$ cat src/rtl/bpHostPkg.sv
package bpHostPkg;

  // What the datapath loads into its shifter when control starts it.
  typedef enum logic [1:0] {
    LD_NONE,
    LD_SEL,
    LD_ONES,
    LD_BYTE
  } loadKindT;

  // Strobes and levels from control to the datapath.
  typedef struct packed {
    loadKindT ld;
    logic     csOn;
    logic     strobeOn;
    logic     active;
  } ctlStrobeT;

endpackage

$ cat src/rtl/bpSpiCtrl.sv
module bpSpiCtrl
  import bpHostPkg::*;
#(
  parameter int NUM_SLOTS = 7,
  parameter int SEL_W     = 8,
  parameter int LEN_W     = 4,
  parameter int SLOT_W    = 3,
  parameter int DEV_W     = 4
) (
  input  logic              clk,
  input  logic              rstN,
  input  logic              reqValid,
  input  logic [SLOT_W-1:0] reqSlot,
  input  logic [DEV_W-1:0]  reqDev,
  input  logic [LEN_W-1:0]  reqLen,
  input  logic              engDone,
  output ctlStrobeT         ctl,
  output logic [SLOT_W-1:0] slotCur,
  output logic [DEV_W-1:0]  devCur,
  output logic              busy,
  output logic              done,
  output logic              err,
  output logic              txTake,
  output logic              rxValid
);

  typedef enum logic [2:0] {
    ST_IDLE,
    ST_SEL,
    ST_LATCH,
    ST_DATA,
    ST_CLR,
    ST_CLATCH
  } stateT;

  stateT             state;
  logic [SLOT_W-1:0] slotQ;
  logic [DEV_W-1:0]  devQ;
  logic [LEN_W-1:0]  bytesLeft;
  logic              latchCnt;
  logic              csActive;
  logic              doneQ;
  logic              errQ;
  logic              reqOk;
  loadKindT          ldKind;

  assign reqOk = (reqSlot != '0) && (int'(reqSlot) <= NUM_SLOTS) &&
                 (int'(reqDev) < SEL_W) && (reqLen != '0);

  always_comb begin
    ldKind = LD_NONE;
    case (state)
      ST_IDLE:  if (reqValid && reqOk) ldKind = LD_SEL;
      ST_LATCH: if (latchCnt) ldKind = LD_BYTE;
      ST_DATA:  if (engDone) ldKind = (bytesLeft == LEN_W'(1)) ? LD_ONES : LD_BYTE;
      default:  ldKind = LD_NONE;
    endcase
  end

  always_comb begin
    ctl.ld       = ldKind;
    ctl.csOn     = csActive;
    ctl.strobeOn = (state == ST_LATCH) || (state == ST_CLATCH);
    ctl.active   = (state != ST_IDLE);
  end

  assign slotCur = (state == ST_IDLE) ? reqSlot : slotQ;
  assign devCur  = (state == ST_IDLE) ? reqDev  : devQ;
  assign busy    = (state != ST_IDLE);
  assign done    = doneQ;
  assign err     = errQ;
  assign txTake  = (ldKind == LD_BYTE);
  assign rxValid = (state == ST_DATA) && engDone;

  always_ff @(posedge clk or negedge rstN) begin
    if (!rstN) begin
      state     <= ST_IDLE;
      slotQ     <= '0;
      devQ      <= '0;
      bytesLeft <= '0;
      latchCnt  <= 1'b0;
      csActive  <= 1'b0;
      doneQ     <= 1'b0;
      errQ      <= 1'b0;
    end else begin
      doneQ <= 1'b0;
      errQ  <= 1'b0;
      case (state)
        ST_IDLE: begin
          latchCnt <= 1'b0;
          if (reqValid) begin
            if (reqOk) begin
              slotQ     <= reqSlot;
              devQ      <= reqDev;
              bytesLeft <= reqLen;
              state     <= ST_SEL;
            end else begin
              doneQ <= 1'b1;
              errQ  <= 1'b1;
            end
          end
        end
        ST_SEL: begin
          if (engDone) begin
            latchCnt <= 1'b0;
            state    <= ST_LATCH;
          end
        end
        ST_LATCH: begin
          if (latchCnt) begin
            csActive <= 1'b1;
            state    <= ST_DATA;
          end else begin
            latchCnt <= 1'b1;
          end
        end
        ST_DATA: begin
          if (engDone) begin
            if (bytesLeft == LEN_W'(1)) begin
              csActive <= 1'b0;
              state    <= ST_CLR;
            end else begin
              bytesLeft <= bytesLeft - LEN_W'(1);
            end
          end
        end
        ST_CLR: begin
          if (engDone) begin
            latchCnt <= 1'b0;
            state    <= ST_CLATCH;
          end
        end
        ST_CLATCH: begin
          if (latchCnt) begin
            doneQ <= 1'b1;
            state <= ST_IDLE;
          end else begin
            latchCnt <= 1'b1;
          end
        end
        default: state <= ST_IDLE;
      endcase
    end
  end

  AST_ERR_HAS_DONE: assert property (@(posedge clk) disable iff (!rstN)
    errQ |-> doneQ);
  AST_CS_AFTER_LATCH: assert property (@(posedge clk) disable iff (!rstN)
    $rose(csActive) |-> ($past(state) == ST_LATCH));
  AST_DONE_IDLE: assert property (@(posedge clk) disable iff (!rstN)
    doneQ |-> (state == ST_IDLE));
  AST_BYTE_UNDER_CS: assert property (@(posedge clk) disable iff (!rstN)
    (ldKind == LD_BYTE) |=> csActive);

endmodule

$ cat src/rtl/bpSpiPath.sv
module bpSpiPath
  import bpHostPkg::*;
#(
  parameter int NUM_SLOTS  = 7,
  parameter int SEL_W      = 8,
  parameter int DIV_W      = 8,
  parameter int SLOT_W     = 3,
  parameter int DEV_W      = 4,
  parameter int FAST_SLOTS = 2,
  parameter int FAST_DIV   = 1,
  parameter int SLOW_DIV   = 5
) (
  input  logic                 clk,
  input  logic                 rstN,
  input  ctlStrobeT            ctl,
  input  logic [SLOT_W-1:0]    slotIdx,
  input  logic [DEV_W-1:0]     devIdx,
  input  logic [7:0]           txByte,
  input  logic                 cfgWe,
  input  logic [SLOT_W-1:0]    cfgSlot,
  input  logic [DIV_W-1:0]     cfgDiv,
  input  logic [NUM_SLOTS-1:0] misoI,
  output logic [NUM_SLOTS-1:0] sclkO,
  output logic [NUM_SLOTS-1:0] mosiO,
  output logic [NUM_SLOTS-1:0] csN,
  output logic [NUM_SLOTS-1:0] selStrobeO,
  output logic                 engDone,
  output logic [7:0]           rxByte
);

  localparam int CNT_W  = $clog2(SEL_W + 1);
  localparam int HALF_W = DIV_W + 1;

  logic [SEL_W-1:0]              shReg;
  logic [SEL_W-1:0]              selPat;
  logic [CNT_W-1:0]              bitsLeft;
  logic [HALF_W-1:0]             halfCnt;
  logic [HALF_W-1:0]             halfLen;
  logic [HALF_W-1:0]             byteHalf;
  logic                          sclkR;
  logic                          running;
  logic [7:0]                    rxReg;
  logic                          misoSel;
  logic [DIV_W-1:0]              divSel;
  logic [NUM_SLOTS-1:0][DIV_W-1:0] divVec;
  logic [NUM_SLOTS-1:0]          hit;

  // One zero at the addressed device's position, ones elsewhere.
  always_comb begin
    selPat = ~({{(SEL_W-1){1'b0}}, 1'b1} << (SEL_W - 1 - int'(devIdx)));
  end

  always_comb begin
    misoSel = 1'b0;
    divSel  = '0;
    for (int i = 0; i < NUM_SLOTS; i++) begin
      if (int'(slotIdx) == i + 1) begin
        misoSel = misoI[i];
        divSel  = divVec[i];
      end
    end
  end

  assign byteHalf = HALF_W'(divSel) + HALF_W'(1);

  for (genvar i = 0; i < NUM_SLOTS; i++) begin : g_slot
    localparam logic [DIV_W-1:0] RST_DIV =
      (i < FAST_SLOTS) ? DIV_W'(FAST_DIV) : DIV_W'(SLOW_DIV);
    logic [DIV_W-1:0] divQ;

    always_ff @(posedge clk or negedge rstN) begin
      if (!rstN)                                 divQ <= RST_DIV;
      else if (cfgWe && int'(cfgSlot) == i + 1)  divQ <= cfgDiv;
    end

    assign divVec[i]     = divQ;
    assign hit[i]        = ctl.active && (int'(slotIdx) == i + 1);
    assign sclkO[i]      = hit[i] & sclkR;
    assign mosiO[i]      = hit[i] & running & shReg[SEL_W-1];
    assign csN[i]        = ~(hit[i] & ctl.csOn);
    assign selStrobeO[i] = hit[i] & ctl.strobeOn;
  end

  // Bit engine: low half then high half per bit, shift on the falling edge.
  always_ff @(posedge clk or negedge rstN) begin
    if (!rstN) begin
      shReg    <= '0;
      bitsLeft <= '0;
      halfCnt  <= '0;
      halfLen  <= '0;
      sclkR    <= 1'b0;
      running  <= 1'b0;
      rxReg    <= '0;
      rxByte   <= '0;
      engDone  <= 1'b0;
    end else begin
      engDone <= 1'b0;
      if (ctl.ld != LD_NONE) begin
        running <= 1'b1;
        sclkR   <= 1'b0;
        case (ctl.ld)
          LD_SEL: begin
            shReg    <= selPat;
            bitsLeft <= CNT_W'(SEL_W);
            halfLen  <= HALF_W'(1);
            halfCnt  <= HALF_W'(1);
          end
          LD_ONES: begin
            shReg    <= '1;
            bitsLeft <= CNT_W'(SEL_W);
            halfLen  <= HALF_W'(1);
            halfCnt  <= HALF_W'(1);
          end
          default: begin
            shReg    <= SEL_W'(txByte) << (SEL_W - 8);
            bitsLeft <= CNT_W'(8);
            halfLen  <= byteHalf;
            halfCnt  <= byteHalf;
          end
        endcase
      end else if (running) begin
        if (halfCnt > HALF_W'(1)) begin
          halfCnt <= halfCnt - HALF_W'(1);
        end else begin
          halfCnt <= halfLen;
          if (!sclkR) begin
            sclkR <= 1'b1;
            rxReg <= {rxReg[6:0], misoSel};
          end else begin
            sclkR <= 1'b0;
            shReg <= shReg << 1;
            if (bitsLeft == CNT_W'(1)) begin
              running <= 1'b0;
              engDone <= 1'b1;
              rxByte  <= rxReg;
            end else begin
              bitsLeft <= bitsLeft - CNT_W'(1);
            end
          end
        end
      end
    end
  end

  AST_ONE_CARD: assert property (@(posedge clk) disable iff (!rstN)
    $onehot0(~csN));
  AST_STROBE_CS_HIGH: assert property (@(posedge clk) disable iff (!rstN)
    (|selStrobeO) |-> (&csN));
  AST_MOSI_HOLD: assert property (@(posedge clk) disable iff (!rstN)
    $rose(|sclkO) |-> $stable(mosiO));
  AST_CS_SCLK_LOW: assert property (@(posedge clk) disable iff (!rstN)
    !$stable(csN) |-> (sclkO == '0));

endmodule

$ cat src/rtl/bpSpiHost.sv
module bpSpiHost
  import bpHostPkg::*;
#(
  parameter int NUM_SLOTS  = 7,
  parameter int CHAIN_LEN  = 1,
  parameter int LEN_W      = 4,
  parameter int DIV_W      = 8,
  parameter int FAST_SLOTS = 2,
  parameter int FAST_DIV   = 1,
  parameter int SLOW_DIV   = 5,
  localparam int SEL_W     = 8 * CHAIN_LEN,
  localparam int SLOT_W    = $clog2(NUM_SLOTS + 1),
  localparam int DEV_W     = $clog2(SEL_W) + 1
) (
  input  logic                 clk,
  input  logic                 rstN,
  input  logic                 reqValid,
  input  logic [SLOT_W-1:0]    reqSlot,
  input  logic [DEV_W-1:0]     reqDev,
  input  logic [LEN_W-1:0]     reqLen,
  input  logic [7:0]           txByte,
  output logic                 txTake,
  output logic                 busy,
  output logic                 done,
  output logic                 err,
  output logic [7:0]           rxData,
  output logic                 rxValid,
  input  logic                 cfgWe,
  input  logic [SLOT_W-1:0]    cfgSlot,
  input  logic [DIV_W-1:0]     cfgDiv,
  output logic [NUM_SLOTS-1:0] sclkO,
  output logic [NUM_SLOTS-1:0] mosiO,
  input  logic [NUM_SLOTS-1:0] misoI,
  output logic [NUM_SLOTS-1:0] csN,
  output logic [NUM_SLOTS-1:0] selStrobeO
);

  ctlStrobeT         ctl;
  logic [SLOT_W-1:0] slotCur;
  logic [DEV_W-1:0]  devCur;
  logic              engDone;

  bpSpiCtrl #(
    .NUM_SLOTS(NUM_SLOTS), .SEL_W(SEL_W), .LEN_W(LEN_W),
    .SLOT_W(SLOT_W), .DEV_W(DEV_W)
  ) i_ctrl (
    .clk(clk), .rstN(rstN), .reqValid(reqValid), .reqSlot(reqSlot),
    .reqDev(reqDev), .reqLen(reqLen), .engDone(engDone), .ctl(ctl),
    .slotCur(slotCur), .devCur(devCur), .busy(busy), .done(done),
    .err(err), .txTake(txTake), .rxValid(rxValid)
  );

  bpSpiPath #(
    .NUM_SLOTS(NUM_SLOTS), .SEL_W(SEL_W), .DIV_W(DIV_W), .SLOT_W(SLOT_W),
    .DEV_W(DEV_W), .FAST_SLOTS(FAST_SLOTS), .FAST_DIV(FAST_DIV),
    .SLOW_DIV(SLOW_DIV)
  ) i_path (
    .clk(clk), .rstN(rstN), .ctl(ctl), .slotIdx(slotCur), .devIdx(devCur),
    .txByte(txByte), .cfgWe(cfgWe), .cfgSlot(cfgSlot), .cfgDiv(cfgDiv),
    .misoI(misoI), .sclkO(sclkO), .mosiO(mosiO), .csN(csN),
    .selStrobeO(selStrobeO), .engDone(engDone), .rxByte(rxData)
  );

endmodule

$ cat config.mk
export PLATFORM = sky130hd
export DESIGN_NAME = bpSpiHost
export DESIGN_NICKNAME = d
export VERILOG_FILES = /design/src/rtl/bpHostPkg.sv /design/src/rtl/bpSpiCtrl.sv /design/src/rtl/bpSpiPath.sv /design/src/rtl/bpSpiHost.sv
export SDC_FILE = /design/constraint.sdc
export NUM_CORES = 1
export LEC_CHECK = 0
export ABC_AREA = 1
export BUFFER_PORTS_ARGS = -buffer_cell sky130_fd_sc_hd__buf_2
export CAP_MARGIN = 20
export CORE_MARGIN = 8
export CORE_UTILIZATION = 45
export CTS_BUF_LIST = sky130_fd_sc_hd__clkbuf_4 sky130_fd_sc_hd__clkbuf_8
export DETAILED_ROUTE_END_ITERATION = 10
export REMOVE_ABC_BUFFERS = 1
export SLEW_MARGIN = 25
export SYNTH_ARGS = -nofsm -noshare
export SYNTH_HDL_FRONTEND = slang
export SYNTH_HIERARCHICAL = 1
export SYNTH_SLANG_ARGS = --single-unit
$ cat constraint.sdc
create_clock -name clk -period 5.71 [get_ports clk]
set_clock_uncertainty 0.15 [all_clocks]
set_input_delay 0.8565 -clock clk [delete_from_list [all_inputs] [get_ports clk]]
set_output_delay 0.8565 -clock clk [all_outputs]
set_load 0.02 [all_outputs]
==> impl_metrics.py <==
metrics = {
    "logic_synthesis": {
        "ys.flop_type": "dfrtp_1",
        "synth_top_family_by_area": "simple AND/OR/NAND/NOR gates",
        "syn_area_sq_mm": 0.006676,
        "async_reset_ff_frac": 1.000,
        "postSynthAreaPerCell_sq_um": 7.763,
        "synth_seq_cells": 123,
        "synth_cells": 860,
        "yosys-top-cells-area": "dfrtp_1 (42%), nand2_1 (13%), o21ai_0 (7.9%), inv_1 (5.5%), dfstp_2 (4.7%)",
        "yosysTopAreaCellShare": 0.4160,
        "ys_seq_area_frac": 0.4633,
        "synth.largest_area_cell": "dfrtp_1",
        "synth_mux_area_frac": 0,
        "yosys.area_share.adder": 0.01874,
        "synth_compound_area_frac": 0.1514,
        "synthXorXnorAreaFrac": 0.006559,
        "yosys_warnings": 6,
        "synth_edf_count": 0,
        "yosys.area_share.simple": 0.2725,
        "synth_cell_types": 48,
    },
    "worst_setup_path": {
        "rrSetupSlack_ns": 2.01,
        "crit_chain": "nor2_4 -> nand2_4 -> inv_2 -> nand2_1 -> o21ai_1 -> buf_4 -> inv_2 -> nor2_4 -> inv_1 -> nor2_1 -> inv_1 -> nor2_1 -> buf_2",
        "start_kind": "register",
        "crit_arrival_ns": 3.20,
        "worst_ep_required_time_ns": 4.70,
        "crit_type": "register to primary output",
        "cp_slowest_stage_delay_ns": 0.48,
        "critPathMaxFanout": 24,
        "cp_slowest_cell": "dfrtp_1",
        "crit_path_end_kind": "primary output",
    },
    "cts": {
        "hold_buffers": 0,
        "cts-buffers-inserted": 17,
        "clock_sinks": 123,
        "htree_levels": 4,
        "cts_tree": "yes",
        "postCtsResizedCells": 0,
        "clock_path_buffers": 2,
        "clk_pin_slew_worst_paths_ns": 0.07,
        "cts_root_buf": "clkbuf_8",
        "cts_setup_buffers": 0,
        "clk_latency_ns": 0.44,
    },
    "job": {
        "cap_violations": 0,
    },
    "sta": {
        "period_needed_ns": 4.204,
        "hold_viol": 0,
        "fin_crit_sh": 0.7363,
        "rsz0062_at_grt": "false",
        "report.final.slew_viol_count": 0,
        "setup_tns_ns": 0,
        "setup_viol": 0,
        "tightest_slew_ns": 0.7412,
        "fin_ws_ns": 1.506,
        "holdWs_ns": 0.2761,
        "fmax_mhz": 237.8,
        "relSlewSlack": 0.5059,
    },
    "cells_and_area": {
        "layout.nets": 987,
        "num_antenna_cells": 0,
        "drive_gt1_frac": 0.1886,
        "layout.cells.non_filler": 1133,
        "final_util": 0.5231,
        "nFillCells": 1450,
        "area_growth_pct": 13.87,
        "final_area_sq_mm": 0.007602,
    },
    "placement": {
        "placed_area_sq_mm": 0.007178,
        "place_inst": 1101,
        "io_buffer_count": 81,
        "routabilityCongestion": 0.8301,
        "place_ws_ns": 1.681,
        "hpwl_um": 12450,
    },
    "die": {
        "dieHeight_um": 137.8,
        "die_w_um": 137.8,
        "start_util": 0.4594,
        "design.core.area_sq_mm": 0.01453,
        "rows": 44,
        "io_pins": 82,
        "die-area_sq_mm": 0.01899,
    },
    "routing": {
        "via_per_inst": 5.137,
        "vias": 5820,
        "drtAntennaViolNets": 0,
        "drt-pass1-iter-count": 4,
        "drc": 0,
        "routedWlPerCell_um": 15.19,
        "totalWireLength_um": 17210,
        "drt_iter0_drc": 430,
    },
    "global_route": {
        "grt_max_degree": 79,
        "grt_pass1_vias": 5722,
        "overflow": 0,
        "grt_pass1_wl_um": 29170,
        "antenna_found_initial": 0,
        "groute.usage.overall": 0.1960,
    },
    "power_and_ir_drop": {
        "totalPowerFinal_mw": 4.138,
        "leakagePower_nw": 3.791,
        "max-vdd-ir-drop_mv": 0.2351,
        "power_density_mw_per_mm2": 544.3,
    },
    "outcome": {
        "status": "finished clean",
    },
    "worst_hold_path": {
        "hold_class": "input port to asynchronous set/reset pin",
    },
}
[sequential cells by signal (all words and copies together) (netlist names), 4 cells and up]
name,count
i_path/rxReg,8
i_path/halfCnt,9
i_path/halfLen,9
i_ctrl/devQ,4
i_ctrl/bytesLeft,4
i_path/rxByte,8
i_path/bitsLeft,4
i_path/g_slot.divQ,56
i_path/shReg,8
[cells by family (layout without fill, tap and decap cells)]
logic type / count (synthesis) / in the layout
AO/OA/AOI/OAI: 183 / 183
adder cells (fa/ha/maj): 10 / 10
AND/OR/NAND/NOR: 402 / 402
flip-flops: 123 / 123
buffers and inverters: 137 / 226
XOR/XNOR: 5 / 5
[cells in the final DEF, fill, tap and decap left out, types with 2 or more instances in the layout]
cell | netlist | routed
inv_2 | 9 | 9
o31ai_1 | 3 | 3
o21ai_0 | 106 | 103
clkinv_4 | 0 | 3
o21ai_2 | 4 | 4
nor2_2 | 6 | 6
a31oi_1 | 3 | 3
nor2_1 | 71 | 71
buf_4 | 7 | 5
buf_2 | 5 | 80
nand4_1 | 16 | 16
nand2_1 | 227 | 227
a21oi_1 | 24 | 24
ha_1 | 10 | 10
nor3_1 | 8 | 7
xnor2_1 | 2 | 2
nor3_4 | 1 | 2
nor2_4 | 6 | 6
o221ai_1 | 2 | 2
dfrtp_1 | 111 | 111
o211ai_1 | 5 | 5
clkinvlp_4 | 0 | 3
nor3_2 | 2 | 2
clkinv_2 | 0 | 2
xor2_1 | 3 | 3
bufinv_16 | 0 | 2
o22ai_1 | 7 | 7
nand2_2 | 9 | 9
o21ai_1 | 19 | 22
nand3b_1 | 3 | 3
dfstp_2 | 12 | 12
nand2_4 | 5 | 5
nand3_1 | 43 | 43
inv_1 | 98 | 98
clkbuf_8 | 0 | 20
[cells in the mapped netlist (all sizes together) (4+ instances only)]
cell	count
o211ai	5
nand2	241
nor2	84
ha	10
nor3	11
dfstp	12
o22ai	7
clkbuf	12
o21ai	129
buf	17
inv	107
a21oi	25
nand3b	4
nand3	44
dfrtp	111
nand4	17
[cell type report]
type | instances | area, sq um | area share
tap | 184 | 230.2 | 0.03028
clock buffer | 20 | 275.3 | 0.03621
sequential | 123 | 3093 | 0.4068
inverter | 108 | 405.4 | 0.05332
timing repair buffer | 86 | 449.2 | 0.05908
multi-input combinational | 600 | 3010 | 0.3960
clock inverter | 12 | 138.9 | 0.01827
[path summary, 6_finish.rpt]
kind	start	endpoint	cells past startpoint
worst max-delay path	i_ctrl/state[0]	selStrobeO[6]	13
worst min-delay path	rstN	i_ctrl/bytesLeft[2]	1
worst max register to register	i_ctrl/state[0]	i_path/halfCnt[8]	13
worst min register to register	i_path/halfLen[5]	i_path/halfLen[5]	2
max in group asynchronous	rstN	i_path/rxByte[2]	2
min in group clk	i_path/halfLen[5]	i_path/halfLen[5]	2
[layer usage]
layer / part of all wire / global-route usage / vias up
met4: 0.013 / 0.05731 / 0
met1: 0.49 / 0.2686 / 2690
met2: 0.43 / 0.2992 / 161
met5: 0 / 0 / -
li1: - / - / 2951
met3: 0.064 / 0.04996 / 18
[critical path, delay by kind of cell (launching register included)]
family	cells	cell delay, ns
compound gates	1	0.08
simple gates	6	1.09
buf+inv	6	1.10
flops	1	0.48
[where the power goes]
part | internal, mW | total (mW) | switching [mW]
Combinational | 0.649 | 2.02 | 1.37
Clock | 0.427 | 0.806 | 0.379
Sequential | 1.14 | 1.31 | 0.169
(Power assumes the default switching activity.)
